$ cat src/rtl/usq_pkg.sv
package usq_pkg;
    localparam int ADDR_W = 17;
    localparam int OP_W   = 7;
    localparam int SEL_W  = 3;

    // Fixed condition indices on the select multiplexer
    typedef enum logic [SEL_W-1:0] {
        COND_NEVER  = 3'd0,
        COND_ALWAYS = 3'd1,
        COND_C0     = 3'd2,
        COND_V      = 3'd3,
        COND_Z0     = 3'd4,
        COND_N      = 3'd5,
        COND_C1     = 3'd6,
        COND_Z1     = 3'd7
    } cond_e;

    typedef struct packed {
        logic [ADDR_W-1:0] addr;
    } seq_state_t;
endpackage

$ cat src/rtl/usq_cond_select.sv
module usq_cond_select
    import usq_pkg::*;
#(
    parameter int SW = SEL_W
) (
    input  logic [SW-1:0] sel,
    input  logic          fc,
    input  logic          fv,
    input  logic          fz,
    input  logic          fn,
    output logic          hit
);
    localparam int NIN = 1 << SW;
    logic [NIN-1:0] inputs;

    always_comb begin
        inputs = '0;
        inputs[COND_NEVER]  = 1'b0;
        inputs[COND_ALWAYS] = 1'b1;
        inputs[COND_C0]     = fc;
        inputs[COND_V]      = fv;
        inputs[COND_Z0]     = fz;
        inputs[COND_N]      = fn;
        inputs[COND_C1]     = fc;
        inputs[COND_Z1]     = fz;
        hit = inputs[sel];
    end
endmodule

$ cat src/rtl/usq_target_select.sv
module usq_target_select
    import usq_pkg::*;
#(
    parameter int AW = ADDR_W,
    parameter int OW = OP_W
) (
    input  logic          use_op,
    input  logic [AW-1:0] field,
    input  logic [OW-1:0] op,
    output logic [AW-1:0] target
);
    localparam int PAD = AW - OW;
    logic [AW-1:0] op_ext;

    always_comb begin
        op_ext = {{PAD{1'b0}}, op};
        target = use_op ? op_ext : field;
    end
endmodule

$ cat src/rtl/usq_sequencer.sv
module usq_sequencer
    import usq_pkg::*;
#(
    parameter logic [ADDR_W-1:0] RESET_ADDR = '0
) (
    input  logic              clk,
    input  logic              rst,
    input  logic              flag_c,
    input  logic              flag_v,
    input  logic              flag_z,
    input  logic              flag_n,
    input  logic [SEL_W-1:0]  cond_sel,
    input  logic              src_opcode,
    input  logic [ADDR_W-1:0] next_field,
    input  logic [OP_W-1:0]   opcode,
    output logic [ADDR_W-1:0] ctl_addr
);
    seq_state_t        state_d, state_q;
    logic              taken;
    logic [ADDR_W-1:0] target;

    usq_cond_select #(.SW(SEL_W)) u_cond (
        .sel (cond_sel),
        .fc  (flag_c),
        .fv  (flag_v),
        .fz  (flag_z),
        .fn  (flag_n),
        .hit (taken)
    );

    usq_target_select #(.AW(ADDR_W), .OW(OP_W)) u_tgt (
        .use_op (src_opcode),
        .field  (next_field),
        .op     (opcode),
        .target (target)
    );

    always_comb begin
        state_d = state_q;
        if (rst)
            state_d.addr = RESET_ADDR;
        else if (taken)
            state_d.addr = target;
        else
            state_d.addr = state_q.addr + ADDR_W'(1);
    end

    always_ff @(posedge clk) begin
        state_q <= state_d;
    end

    assign ctl_addr = state_q.addr;

    assert_never_R4: assert property (@(posedge clk) disable iff (rst)
        (cond_sel == COND_NEVER) |=> ctl_addr == $past(ctl_addr) + ADDR_W'(1));

    assert_incr_R2: assert property (@(posedge clk) disable iff (rst)
        !taken |=> ctl_addr == $past(ctl_addr) + ADDR_W'(1));

    assert_wrap_R3: assert property (@(posedge clk) disable iff (rst)
        (!taken && ctl_addr == '1) |=> ctl_addr == '0);

    assert_field_R6: assert property (@(posedge clk) disable iff (rst)
        (taken && !src_opcode) |=> ctl_addr == $past(next_field));

    assert_opcode_R7: assert property (@(posedge clk) disable iff (rst)
        (taken && src_opcode) |=> ctl_addr == ADDR_W'($past(opcode)));

    assert_carry_R5: assert property (@(posedge clk) disable iff (rst)
        ((cond_sel == COND_C0 || cond_sel == COND_C1) && !flag_c)
            |=> ctl_addr == $past(ctl_addr) + ADDR_W'(1));
endmodule

$ cat config.mk
export PLATFORM = sky130hd
export DESIGN_NAME = usq_sequencer
export DESIGN_NICKNAME = d
export VERILOG_FILES = /design/src/rtl/usq_pkg.sv /design/src/rtl/usq_cond_select.sv /design/src/rtl/usq_target_select.sv /design/src/rtl/usq_sequencer.sv
export SDC_FILE = /design/constraint.sdc
export NUM_CORES = 1
export LEC_CHECK = 0
export ABC_CLOCK_PERIOD_IN_PS = 1600
export CAP_MARGIN = 40
export CELL_PAD_IN_SITES_DETAIL_PLACEMENT = 0
export CELL_PAD_IN_SITES_GLOBAL_PLACEMENT = 1
export CORE_ASPECT_RATIO = 0.6
export CORE_MARGIN = 10
export CORE_UTILIZATION = 41
export CTS_BUF_LIST = sky130_fd_sc_hd__clkbuf_2
export DETAILED_ROUTE_END_ITERATION = 6
export DONT_BUFFER_PORTS = 1
export HOLD_SLACK_MARGIN = 0.15
export PLACE_DENSITY = 0.73
export SETUP_SLACK_MARGIN = 0.3
export SLEW_MARGIN = 20
export SYNTH_ARGS = -nofsm -noshare
export SYNTH_HDL_FRONTEND = slang
export SYNTH_SLANG_ARGS = --single-unit
$ cat constraint.sdc
create_clock -name clk -period 1.6 [get_ports clk]
set_input_delay 0.08 -clock clk [delete_from_list [all_inputs] [get_ports clk]]
set_output_delay 0.08 -clock clk [all_outputs]
set_load 0.05 [all_outputs]
==> impl_metrics.py <==
metrics = {
    "synthesis": {
        "ys_ff_latch": 17,
        "synth_simple_gate_area_share_pct": 28.4,
        "ys_types": 33,
        "syn_nets": 172,
        "synth_top_family_by_area": "simple AND/OR/NAND/NOR gates",
        "synth.area.mux_share_pct": 0.891,
        "seq_area_frac_synth_pct": 30.3,
        "synthesis.area_um2": 1120,
        "synthXorXnorAreaFrac_pct": 7.80,
        "synth_compound_area_share_pct": 27.2,
        "synth_cells": 137,
        "syn_area_per_cell_um2": 8.20,
        "synthAdderAreaFrac_pct": 1.11,
        "yosysWarnings": 0,
    },
    "power_and_ir_drop": {
        "irDropWorstVdd_v": 0.000313,
        "fin_total_pwr_mw": 1.22,
        "p_per_area_nw_per_um2": 706,
        "leakagePower_nw": 0.661,
    },
    "grt": {
        "grt_pass1_vias": 1193,
        "grt-ovfl-total": 0,
        "antenna_found_initial": 0,
        "grt_first_pass_wirelength_mm": 6.38,
        "grt_max_degree": 25,
        "grt.total_usage_pct": 14.9,
    },
    "placement": {
        "dp.cells": 188,
        "dp_worst_setup_slack_ps": -11.2,
        "io_buffers": 0,
        "placed_area_um2": 1410,
        "gp_congestion": 0.858,
        "hpwl_mm": 2.91,
    },
    "sta": {
        "slew_headroom_pct": 53.4,
        "skew_ps": 13.2,
        "rsz0062_at_grt": "yes",
        "min_period_over_period_pct": 101,
        "final.min_clock_period_ps": 1620,
        "setup_violations": 1,
        "hold_violations": 17,
        "worst_pin_slew_ps": 698,
        "fmax_mhz": 617,
        "whs_ps": -198,
        "slew_violations": 0,
        "timing.final.ws_setup_ps": -21.6,
        "finalSetupTns_ps": -21.6,
    },
    "cts": {
        "cts_tree": "done",
        "htreeDepth": 1,
        "cts_buffer_depth": 2,
        "clk_pin_slew_ps": 180,
        "cts-root-buf": "clkbuf_2",
        "cts.sinks": 17,
        "cts_buffers": 3,
        "clkLatencyLatePin_ps": 310,
    },
    "detailed_routing": {
        "antenna_left": 0,
        "routedWlPerCell_um": 20.6,
        "vias_per_cell": 6.16,
        "vias": 1256,
        "drt_first_pass_iters": 4,
        "routed_wl_mm": 4.20,
        "drt-initial-drc-count": 94,
        "drc_errors": 0,
    },
    "worst_setup_path": {
        "rr_startpoint": "ctl_addr[0]",
        "reg2reg_slack_ps": -20,
        "critical_path_class": "register to register",
        "worstSetupStartpointType": "register",
        "critPathRequiredTime_ps": 1840,
        "timing.rr.end": "ctl_addr[12]",
        "crit_fanout": 3,
        "setup.worst_path.end_class": "register",
        "worst_ep_arrival_time_ps": 1860,
        "reg2reg_depth": 7,
    },
    "floorplanning": {
        "io_pins": 51,
        "die_w_um": 87.6,
        "die_h_um": 60.6,
        "die_area_um2": 5300,
        "core_area_um2": 2560,
        "start_util_pct": 43.9,
        "num_rows": 14,
    },
    "finish": {
        "stdcell_count": 204,
        "drive_above_1_share_pct": 44.8,
        "nFillCells": 207,
        "fin_util_pct": 67.3,
        "num_antenna_cells": 0,
        "fin_area_um2": 1720,
        "num-nets-final": 208,
        "largest_reg_flops": 17,
        "syn2layout_area_growth_pct": 53.1,
    },
    "worst_hold_path": {
        "min_path_cells": 1,
        "worst_hold_path_type": "input port to register",
        "min_to": "ctl_addr[3]",
        "min_from": "rst",
    },
    "flow_run": {
        "drv_cap": 0,
    },
    "status": {
        "violations": "negative hold slack, negative setup slack",
        "status": "finished with violations",
    },
}
[logic make-up (layout without fill, tap and decap cells)]
kind of cell / after synthesis / in the layout
AND/OR/NAND/NOR: 52 / 52
adder cells (fa/ha/maj): 1 / 1
AO/OA/AOI/OAI: 43 / 43
buffers and inverters: 13 / 48
XOR/XNOR: 10 / 10
multiplexers: 1 / 1
flip-flops: 17 / 17
[Yosys cell counts (all sizes together)]
master / n / share of area [%]
or3: 1 / 0.56
a221o: 1 / 0.89
xnor2: 8 / 6.2
o211ai: 2 / 1.3
nand3b: 1 / 0.67
a311oi: 3 / 2.3
nand2: 4 / 1.6
o31ai: 1 / 0.67
nor3: 4 / 1.8
dfxtp: 17 / 30
a21oi: 11 / 4.9
xor2: 2 / 1.6
mux2i: 1 / 0.89
nand4: 5 / 4.1
o21a: 1 / 0.67
or4: 2 / 1.3
o31a: 1 / 0.78
nand3: 6 / 3.1
nor2: 4 / 1.3
nor4: 6 / 3.3
a221oi: 8 / 6.2
ha: 1 / 1.1
a211oi: 11 / 7.3
clkbuf: 8 / 2.7
o21ai: 3 / 1.3
a21o: 1 / 0.67
nor2b: 17 / 9.5
buf: 1 / 0.33
nand2b: 2 / 1.1
inv: 4 / 1.3
[how the worst max path moves through the flow]
stage                 from      endpoint  slack (ps)
4_1_cts        ctl_addr[7]  ctl_addr[15]          10
3_5_place_dp   ctl_addr[7]  ctl_addr[15]         -10
5_1_grt        ctl_addr[0]  ctl_addr[12]         -90
6_report       ctl_addr[0]  ctl_addr[12]         -20
2_1_floorplan  ctl_addr[5]  ctl_addr[15]        -150
3_3_place_gp   ctl_addr[1]  ctl_addr[16]         0.2
[report_power, final]
group | internal, mW | switching (mW) | leakage, nW
Clock | 0.0566 | 0.142 | 0.0164
Sequential | 0.467 | 0.0542 | 0.149
Combinational | 0.198 | 0.297 | 0.496
Total | 0.722 | 0.494 | 0.661
[worst max-delay path: stages (launching register included)]
cell      delay (ps)
dfxtp_4          410
ha_4             130
nand4_1          110
buf_4            160
buf_6            120
nor4_4           270
xnor2_1          110
a211oi_1         230
[layer usage]
| layer | track usage (%) | wire length, µm | vias up |
|---|---|---|---|
| li1 | - | - | 596 |
| met1 | 19.5 | 1850 | 617 |
| met2 | 22.4 | 2030 | 36 |
| met3 | 6.55 | 294 | 7 |
| met4 | 2.71 | 33 | 0 |
| met5 | 0 | 0 | - |
[timing repair]
item | 4_1_cts | 5_1_grt
pin swaps | 13 | 14
endpoints found under the hold margin | 17 | 17
buffers inserted | 6 | 6
setup endpoints to repair | 11 | 12
gates resized for setup | 16 | 23
[final cells by class]
class	count	area [µm²]	share of cell area (%)
clock inverter	1	5.00	0.291
inverter	4	15.0	0.873
multi-input combinational	107	895	52.0
clock buffer	3	15.0	0.873
timing repair buffer	40	365	21.2
tap	32	40.0	2.33
sequential	17	385	22.4
[cell usage in the layout (no fill, tap or decap), drive strengths merged, types with 2 or more instances in the layout]
master,count
clkbuf,3
or4,2
a21oi,11
nor3,4
nand3,6
a311oi,3
o21ai,3
nand4,5
inv,4
a211oi,11
nand2,4
a221oi,8
xnor2,8
dfxtp,17
buf,40
nand2b,2
nor2b,17
xor2,2
nor4,6
o211ai,2
nor2,4
No activity file was read; power rests on OpenSTA's default activity.
